--- config.mk ---
export PLATFORM = sky130hd
export DESIGN_NAME = reloc_guard
export DESIGN_NICKNAME = d
export VERILOG_FILES = /design/src/rtl/reloc_pkg.sv /design/src/rtl/reloc_regs.sv /design/src/rtl/reloc_bound.sv /design/src/rtl/reloc_xlate.sv /design/src/rtl/reloc_guard.sv
export SDC_FILE = /design/constraint.sdc
export NUM_CORES = 1
export LEC_CHECK = 0
export ABC_AREA = 0
export CORE_MARGIN = 4
export CORE_UTILIZATION = 58
export DETAILED_ROUTE_END_ITERATION = 7
export PLACE_DENSITY = 0.95
export SETUP_SLACK_MARGIN = 0.5
export SLEW_MARGIN = 40
export SYNTH_ARGS = -nofsm -noshare
export SYNTH_HDL_FRONTEND = slang
export SYNTH_SLANG_ARGS = --single-unit
--- constraint.sdc ---
create_clock -name clk -period 3.3 [get_ports clk]
set_clock_uncertainty 0.1 [all_clocks]
set_input_delay 0.33 -clock clk [delete_from_list [all_inputs] [get_ports clk]]
set_output_delay 0.33 -clock clk [all_outputs]
set_load 0.03 [all_outputs]
--- src/rtl/reloc_pkg.sv ---
package reloc_pkg;
   typedef enum logic {
      SEL_BASE  = 1'b0,
      SEL_LIMIT = 1'b1
   } cfg_sel_e;

   function automatic int max_int(input int a, input int b);
      return (a > b) ? a : b;
   endfunction
endpackage

--- src/rtl/reloc_regs.sv ---
module reloc_regs
   import reloc_pkg::*;
#(
   parameter int PA_W  = 20,
   parameter int LIM_W = 17,
   parameter int CFG_W = 20
) (
   input  logic             clk,
   input  logic             rst_n,
   input  logic             sup_mode,
   input  logic             cfg_we,
   input  cfg_sel_e         cfg_sel,
   input  logic [CFG_W-1:0] cfg_data,
   output logic [PA_W-1:0]  base_q,
   output logic [LIM_W-1:0] limit_q,
   output logic             denied_q
);
   generate
      if (CFG_W < PA_W || CFG_W < LIM_W) begin : g_bad_cfg_w
         $error("reloc_regs: CFG_W must cover both PA_W and LIM_W");
      end
   endgenerate

   logic grant;
   logic hit_base;
   logic hit_limit;

   assign grant     = cfg_we & sup_mode;
   assign hit_base  = grant & (cfg_sel == SEL_BASE);
   assign hit_limit = grant & (cfg_sel == SEL_LIMIT);

   always_ff @(posedge clk or negedge rst_n) begin
      if (!rst_n) begin
         base_q   <= '0;
         limit_q  <= '0;
         denied_q <= 1'b0;
      end else begin
         denied_q <= cfg_we & ~sup_mode;
         if (hit_base)  base_q  <= cfg_data[PA_W-1:0];
         if (hit_limit) limit_q <= cfg_data[LIM_W-1:0];
      end
   end
endmodule

--- src/rtl/reloc_bound.sv ---
module reloc_bound #(
   parameter int LA_W = 16,
   localparam int LIM_W = LA_W + 1
) (
   input  logic [LA_W-1:0]  addr,
   input  logic [LIM_W-1:0] limit,
   output logic             in_range
);
   logic [LIM_W-1:0] addr_w;

   assign addr_w   = {1'b0, addr};
   assign in_range = (addr_w < limit);
endmodule

--- src/rtl/reloc_xlate.sv ---
module reloc_xlate #(
   parameter int LA_W = 16,
   parameter int PA_W = 20
) (
   input  logic            clk,
   input  logic            rst_n,
   input  logic            req_valid,
   input  logic            sup_mode,
   input  logic [LA_W-1:0] req_addr,
   input  logic [PA_W-1:0] base,
   input  logic            in_range,
   output logic            mem_valid,
   output logic [PA_W-1:0] mem_addr,
   output logic            trap_fault
);
   logic [PA_W-1:0] addr_ext;
   logic [PA_W-1:0] reloc_sum;

   generate
      if (PA_W > LA_W) begin : g_widen
         assign addr_ext = {{(PA_W-LA_W){1'b0}}, req_addr};
      end else begin : g_same
         assign addr_ext = req_addr;
      end
   endgenerate

   assign reloc_sum = base + addr_ext;

   always_ff @(posedge clk or negedge rst_n) begin
      if (!rst_n) begin
         mem_valid  <= 1'b0;
         mem_addr   <= '0;
         trap_fault <= 1'b0;
      end else begin
         mem_valid  <= 1'b0;
         trap_fault <= 1'b0;
         if (req_valid) begin
            if (sup_mode) begin
               mem_valid <= 1'b1;
               mem_addr  <= addr_ext;
            end else if (in_range) begin
               mem_valid <= 1'b1;
               mem_addr  <= reloc_sum;
            end else begin
               trap_fault <= 1'b1;
            end
         end
      end
   end
endmodule

--- src/rtl/reloc_guard.sv ---
module reloc_guard
   import reloc_pkg::*;
#(
   parameter int LA_W = 16,
   parameter int PA_W = 20,
   localparam int LIM_W = LA_W + 1,
   localparam int CFG_W = max_int(PA_W, LIM_W)
) (
   input  logic             clk,
   input  logic             rst_n,
   input  logic             sup_mode,
   input  logic             cfg_we,
   input  logic             cfg_sel,
   input  logic [CFG_W-1:0] cfg_data,
   output logic             cfg_denied,
   input  logic             req_valid,
   input  logic [LA_W-1:0]  req_addr,
   output logic             mem_valid,
   output logic [PA_W-1:0]  mem_addr,
   output logic             trap_fault
);
   generate
      if (LA_W < 2) begin : g_bad_la
         $error("reloc_guard: LA_W must be at least 2");
      end
      if (PA_W < LA_W) begin : g_bad_pa
         $error("reloc_guard: PA_W must not be narrower than LA_W");
      end
   endgenerate

   logic [PA_W-1:0]  base_q;
   logic [LIM_W-1:0] limit_q;
   logic             in_range;

   reloc_regs #(.PA_W(PA_W), .LIM_W(LIM_W), .CFG_W(CFG_W)) u_regs (
      .clk      (clk),
      .rst_n    (rst_n),
      .sup_mode (sup_mode),
      .cfg_we   (cfg_we),
      .cfg_sel  (cfg_sel_e'(cfg_sel)),
      .cfg_data (cfg_data),
      .base_q   (base_q),
      .limit_q  (limit_q),
      .denied_q (cfg_denied)
   );

   reloc_bound #(.LA_W(LA_W)) u_bound (
      .addr     (req_addr),
      .limit    (limit_q),
      .in_range (in_range)
   );

   reloc_xlate #(.LA_W(LA_W), .PA_W(PA_W)) u_xlate (
      .clk        (clk),
      .rst_n      (rst_n),
      .req_valid  (req_valid),
      .sup_mode   (sup_mode),
      .req_addr   (req_addr),
      .base       (base_q),
      .in_range   (in_range),
      .mem_valid  (mem_valid),
      .mem_addr   (mem_addr),
      .trap_fault (trap_fault)
   );
endmodule

# Yosys cells after proc, flatten, opt, wreduce, memory -nomap -nowiden
# Cells that the tools add are included.
# word_totals
ff_bits,60
inputBits,42
out_inout_bits,23
wordCells,24
# op_classes
addsub,1
n_lt_le_gt_ge,1
muxes,8
bitwise_logic,6
n_reduce_logical,2
# op_table
cell,n
2-to-1 mux 20 bit,2
adder 20 x 16 -> 20 bit,1
< comparator 16 x 17 -> 1 bit,1
2-to-1 mux 1 bit,6
bitwise AND 1 bit,4
NOT 1 bit,2
AND reduction 2 bit,1
nonzero test 2 bit,1

# Longest topological paths before layout
# logic_depth
depth_word,4
depth_mapped,10
mapped_depth_nobuf,10

# Hierarchy
# Synthesis repeated with hierarchy kept, for this count alone.
# unflattened
hier_cells,368
area_unflattened_um2,3821.2
# by_module_without_submodules
module,n_inst,cells_per_inst,area_per_inst_um2,seq_area_each_um2
reloc_xlate,1,234,1899.3,550.5
reloc_regs,1,81,1547.7,950.9
reloc_bound,1,53,374.1,0.0

# Worst setup path after synthesis
# Ideal clock, no wire load.
# synth_path
path_kind,register -> register
from,register u_regs.base_q[6]
to,register u_xlate.mem_addr[15]
setup_time_ps,120
arrival_time_ps,1969
t_required_ps,3080
slack_ps,1111
stages_incl_launch_ff,10
path_buffers,1
synth_period_minus_slack_ps,2189
path_cell_list,dfrtp_1 ha_1 and3_1 buf_6 a221o_1 a31oi_1 o21ai_1 nor4b_1 a211oi_2 o21ai_2
# synth_via
elab_chain_len,3
# synth_lines
item,line_no,rtl
from (decl),reloc_regs.sv:14,"output logic [PA_W-1:0] base_q,"
from (signal assigned),reloc_regs.sv:39,if (hit_base) base_q <= cfg_data[PA_W-1:0];
adder 20 x 16 -> 20 bit,reloc_xlate.sv:27,assign reloc_sum = base + addr_ext;
2-to-1 mux 20 bit,reloc_xlate.sv:41,end else if (in_range) begin
2-to-1 mux 20 bit,reloc_xlate.sv:38,if (sup_mode) begin
to (signal assigned),reloc_xlate.sv:40,mem_addr <= addr_ext;
to (signal assigned),reloc_xlate.sv:43,mem_addr <= reloc_sum;
to (decl),reloc_xlate.sv:13,"output logic [PA_W-1:0] mem_addr,"
# Every way passes these cells. The select of a mux whose other input is x is not followed.
# A chain may end at the register's enable or synchronous reset.

# Final worst setup path
# layout_path
from,input port req_addr[0]
to,register u_xlate.mem_addr[16]
# layout_via
elab_chain_len,3
word_cells_on_any_way,6
classes_between,add/sub (1); order compare (1); mux (2); reduce/logical (2)
# layout_lines
item,line_no,rtl
from (decl),reloc_guard.sv:17,"input logic [LA_W-1:0] req_addr,"
adder 20 x 16 -> 20 bit / < comparator 16 x 17 -> 1 bit (equally long branches),"reloc_xlate.sv:27, reloc_bound.sv:12",
2-to-1 mux 20 bit / nonzero test 2 bit (equally long branches),-,
2-to-1 mux 20 bit / AND reduction 2 bit (equally long branches),-,
# Parallel ways exist; a longest one is shown, timed or not. The select of a mux whose other input is x is not followed.

==> impl_metrics.py <==
metrics = {
    "outcome": {
        "status": "finished, final reports clean",
    },
    "synth": {
        "synth_area_per_cell_sq_um": 10.3,
        "synth_cell_types": 52,
        "synth-edff-count": 0,
        "synth_seq_area_share": 0.402,
        "synth.area.top_cells": "dfrtp_1 (40%), mux2_2 (11%), ha_1 (10%), a21oi_1 (3.7%), nand2_1 (2.8%)",
        "synth_area_leader_cell": "dfrtp_1",
        "yosysWarnings": 0,
        "netlist_area_sq_mm": 0.00374,
        "synthArstFlopShare": 1.00,
        "syn-num-nets": 437,
        "synth_top_area_share": 0.402,
        "syn_inst": 363,
        "ys_seq_elements": 60,
        "synthFlopType": "dfrtp_1",
    },
    "timing": {
        "drv_slew": 0,
        "setup_viol": 0,
        "tightest_slew_ps": 847,
        "timing.setup.tns_ps": 0,
        "max-slew-margin-rel": 0.433,
        "rsz0062_at_grt": "false",
        "finalHoldViolCount": 0,
        "min_period_ps": 2640,
        "fin_crit_sh": 0.799,
        "fmax_ghz": 0.379,
    },
    "clock_tree": {
        "ctsLongestPathBuffers": 2,
        "clk_pin_slew_worst_paths_ps": 70,
        "cts_tree": "built",
        "cts.root.buffer_cell": "clkbuf_8",
        "clk_latency_ps": 350,
        "clkSinkCount": 60,
        "cts_made_buffers": 9,
        "htree_levels": 3,
    },
    "cells_and_area": {
        "antenna_cells": 0,
        "final_common_cell": "clkdlybuf4s50_1",
        "area_delta_synth_final_pct": 24.2,
        "fill_cells": 383,
        "finish.net_count": 508,
        "final_cell_mix": "clkdlybuf4s50_1 (63), dfrtp_1 (60), mux2_2 (37), ha_1 (31), nand2_1 (28)",
        "final_area_sq_mm": 0.00464,
        "drive_gt1_frac": 0.159,
    },
    "place": {
        "dp_hpwl_um": 6840,
        "dpl_cell_area_sq_mm": 0.00442,
        "place_congestion": 0.887,
        "port_buffers": 64,
    },
    "setup_path": {
        "arrival_ps": 2780,
        "crit_chain": "clkdlybuf4s50_1 -> ha_1 -> inv_1 -> fa_1 -> nor2b_1 -> o211a_1 -> o2111ai_1 -> a21oi_2 -> mux2i_1 -> o21ai_1 -> a22o_1",
        "cp_slowest_cell": "clkdlybuf4s50_1",
        "cp-startpoint": "req_addr[0]",
        "critical_path_class": "input pin to flip-flop",
        "crit_fanout": 3,
        "required_ps": 3440,
        "endpoint": "u_xlate.mem_addr[16]$_DFFE_PN0P_",
        "rrSetupSlack_ps": 820,
        "cpPeakStageDelay_ps": 530,
        "r2r_cells": 10,
        "startpoint_type": "input pin",
        "reg2reg_from": "u_regs.base_q[0]$_DFFE_PN0P_",
        "r2r_end": "u_xlate.mem_addr[16]$_DFFE_PN0P_",
        "end_kind": "flip-flop",
    },
    "route": {
        "drt_first_pass_iters": 4,
        "num_vias": 3086,
        "drt_iter0_markers": 365,
        "drt_wl_total_um": 8950,
        "postRouteAntennaNets": 0,
        "drc": 0,
        "post_drt_via_cell_ratio": 6.00,
        "wire_per_inst_um": 17.4,
    },
    "floorplanning": {
        "die_x_um": 88.3,
        "ios": 65,
        "die_h_um": 88.3,
        "dieArea_sq_mm": 0.00779,
        "start_util": 0.613,
        "rows": 28,
        "core_sq_mm": 0.00610,
    },
    "grt": {
        "grt_pass1_vias": 3052,
        "overflow": 0,
        "grt_use_total": 0.247,
        "grt_pass1_wl_um": 14700,
        "grt_max_degree": 40,
        "antenna_found_initial": 0,
    },
    "power_and_ir_drop": {
        "p_comb_frac": 0.432,
        "power.internal_uw": 1830,
        "switchingPower_uw": 1100,
        "power_density_mw_per_mm2": 632,
        "p_leak_uw": 0.00204,
        "clock_power_share": 0.217,
        "power_uw": 2930,
        "p_seq_frac": 0.351,
        "sw_frac_of_total": 0.375,
        "max-vdd-ir-drop_mv": 0.608,
    },
    "flow_run": {
        "max_cap_viol_count": 0,
    },
    "min_path": {
        "hold_path.class": "input pin to async pin",
    },
}
[power groups by stage]
stage | clock, uW | sequential [uW] | combinational, uW
after floorplan | 0 | 1190 | 661
after global placement | 0 | 1030 | 1190
after detailed placement | 0 | 1040 | 1240
after CTS | 642 | 1030 | 1250
after global routing | 677 | 1050 | 1380
final | 636 | 1030 | 1270
[cell usage after synthesis, types with 3 or more instances]
library cell and count:
a211oi_1 6, a21o_1 4, inv_1 22, mux2i_1 7
xnor2_1 7, nor3b_1 8, clkbuf_1 6, ha_1 31
nand2b_1 4, buf_4 3, nand3_1 7, a21oi_1 28
nor2b_1 6, and3_1 4, nand2_1 28, xor2_1 6
o21ai_1 5, dfrtp_1 60, a22o_1 3, nor2_1 13
mux2_2 37, o21ai_0 21, o21a_1 7
[cell families (layout without fill, tap and decap cells)]
kind of cell,count (synthesis),after routing,synth area share
AOI/OAI and AO/OA,99,99,0.175
and+or+nand+nor,79,79,0.107
DFF,60,60,0.402
muxes,44,44,0.130
buffers and inverters,36,112,0.0462
adders and majority gates,32,32,0.109
xor gates and xnor gates,13,13,0.0305
[registers in the layout (all words and copies together) (netlist names)]
signal and flops:
u_regs.limit_q 17, u_xlate.mem_addr 20, u_xlate.trap_fault 1, u_regs.base_q 20, u_regs.denied_q 1, u_xlate.mem_valid 1
[per-stage QoR]
stage / hold WS [ps] / worst slack (ps) / util / std cells
floorplan: -65.6 / 1110 / - / 363
global placement: 357 / 389 / 0.725 / 494
detailed placement: 382 / 313 / 0.725 / 494
CTS: 15.2 / 643 / 0.755 / 510
global route: 409 / 503 / 0.761 / 514
finish: 378 / 662 / 0.761 / 514
[per-layer routing]
layer	up-vias	share of wire	global-route usage
met5	-	0	0
met4	0	0.032	0.120
met3	31	0.059	0.0382
met2	118	0.47	0.401
met1	1475	0.44	0.323
li1	1462	-	-
[worst min-delay path by stage]
stage	slack, ps	end	cells past startpoint
finish	380	u_regs.base_q[0]$_DFFE_PN0P_	2
global route	410	u_xlate.mem_addr[11]$_DFFE_PN0P_	1
CTS	20	u_regs.limit_q[2]$_DFFE_PN0P_	1
detailed placement	380	u_regs.limit_q[2]$_DFFE_PN0P_	1
global placement	360	u_regs.base_q[2]$_DFFE_PN0P_	1
floorplan	-70	u_regs.base_q[0]$_DFFE_PN0P_	0
[what timing repair did]
item / 4_1_cts / 5_1_grt
resized for setup: 0 / 1
hold endpoints to repair: 0 / 38
buffers inserted: 0 / 3
setup endpoints to repair: 0 / 12
hold buffers: 0 / 1
[final cells by class]
| class | count | area [sq um] | share of cell area |
|---|---|---|---|
| inverters | 23 | 86.3 | 0.0186 |
| repair buffers | 73 | 708 | 0.153 |
| flip-flops and latches | 60 | 1500 | 0.323 |
| multi-input cells | 267 | 2070 | 0.446 |
| clock inverters | 5 | 52.6 | 0.0113 |
| clock buffers | 11 | 131 | 0.0283 |
| well taps | 75 | 93.8 | 0.0202 |
[worst max-delay path: cells and delay by family]
| family | cells | cell delay (ps) |
|---|---|---|
| buf+inv | 2 | 590 |
| simple gates | 1 | 200 |
| compound gates | 5 | 900 |
| fa+ha+maj | 2 | 550 |
| mux | 1 | 200 |
(Power assumes the default switching activity.)
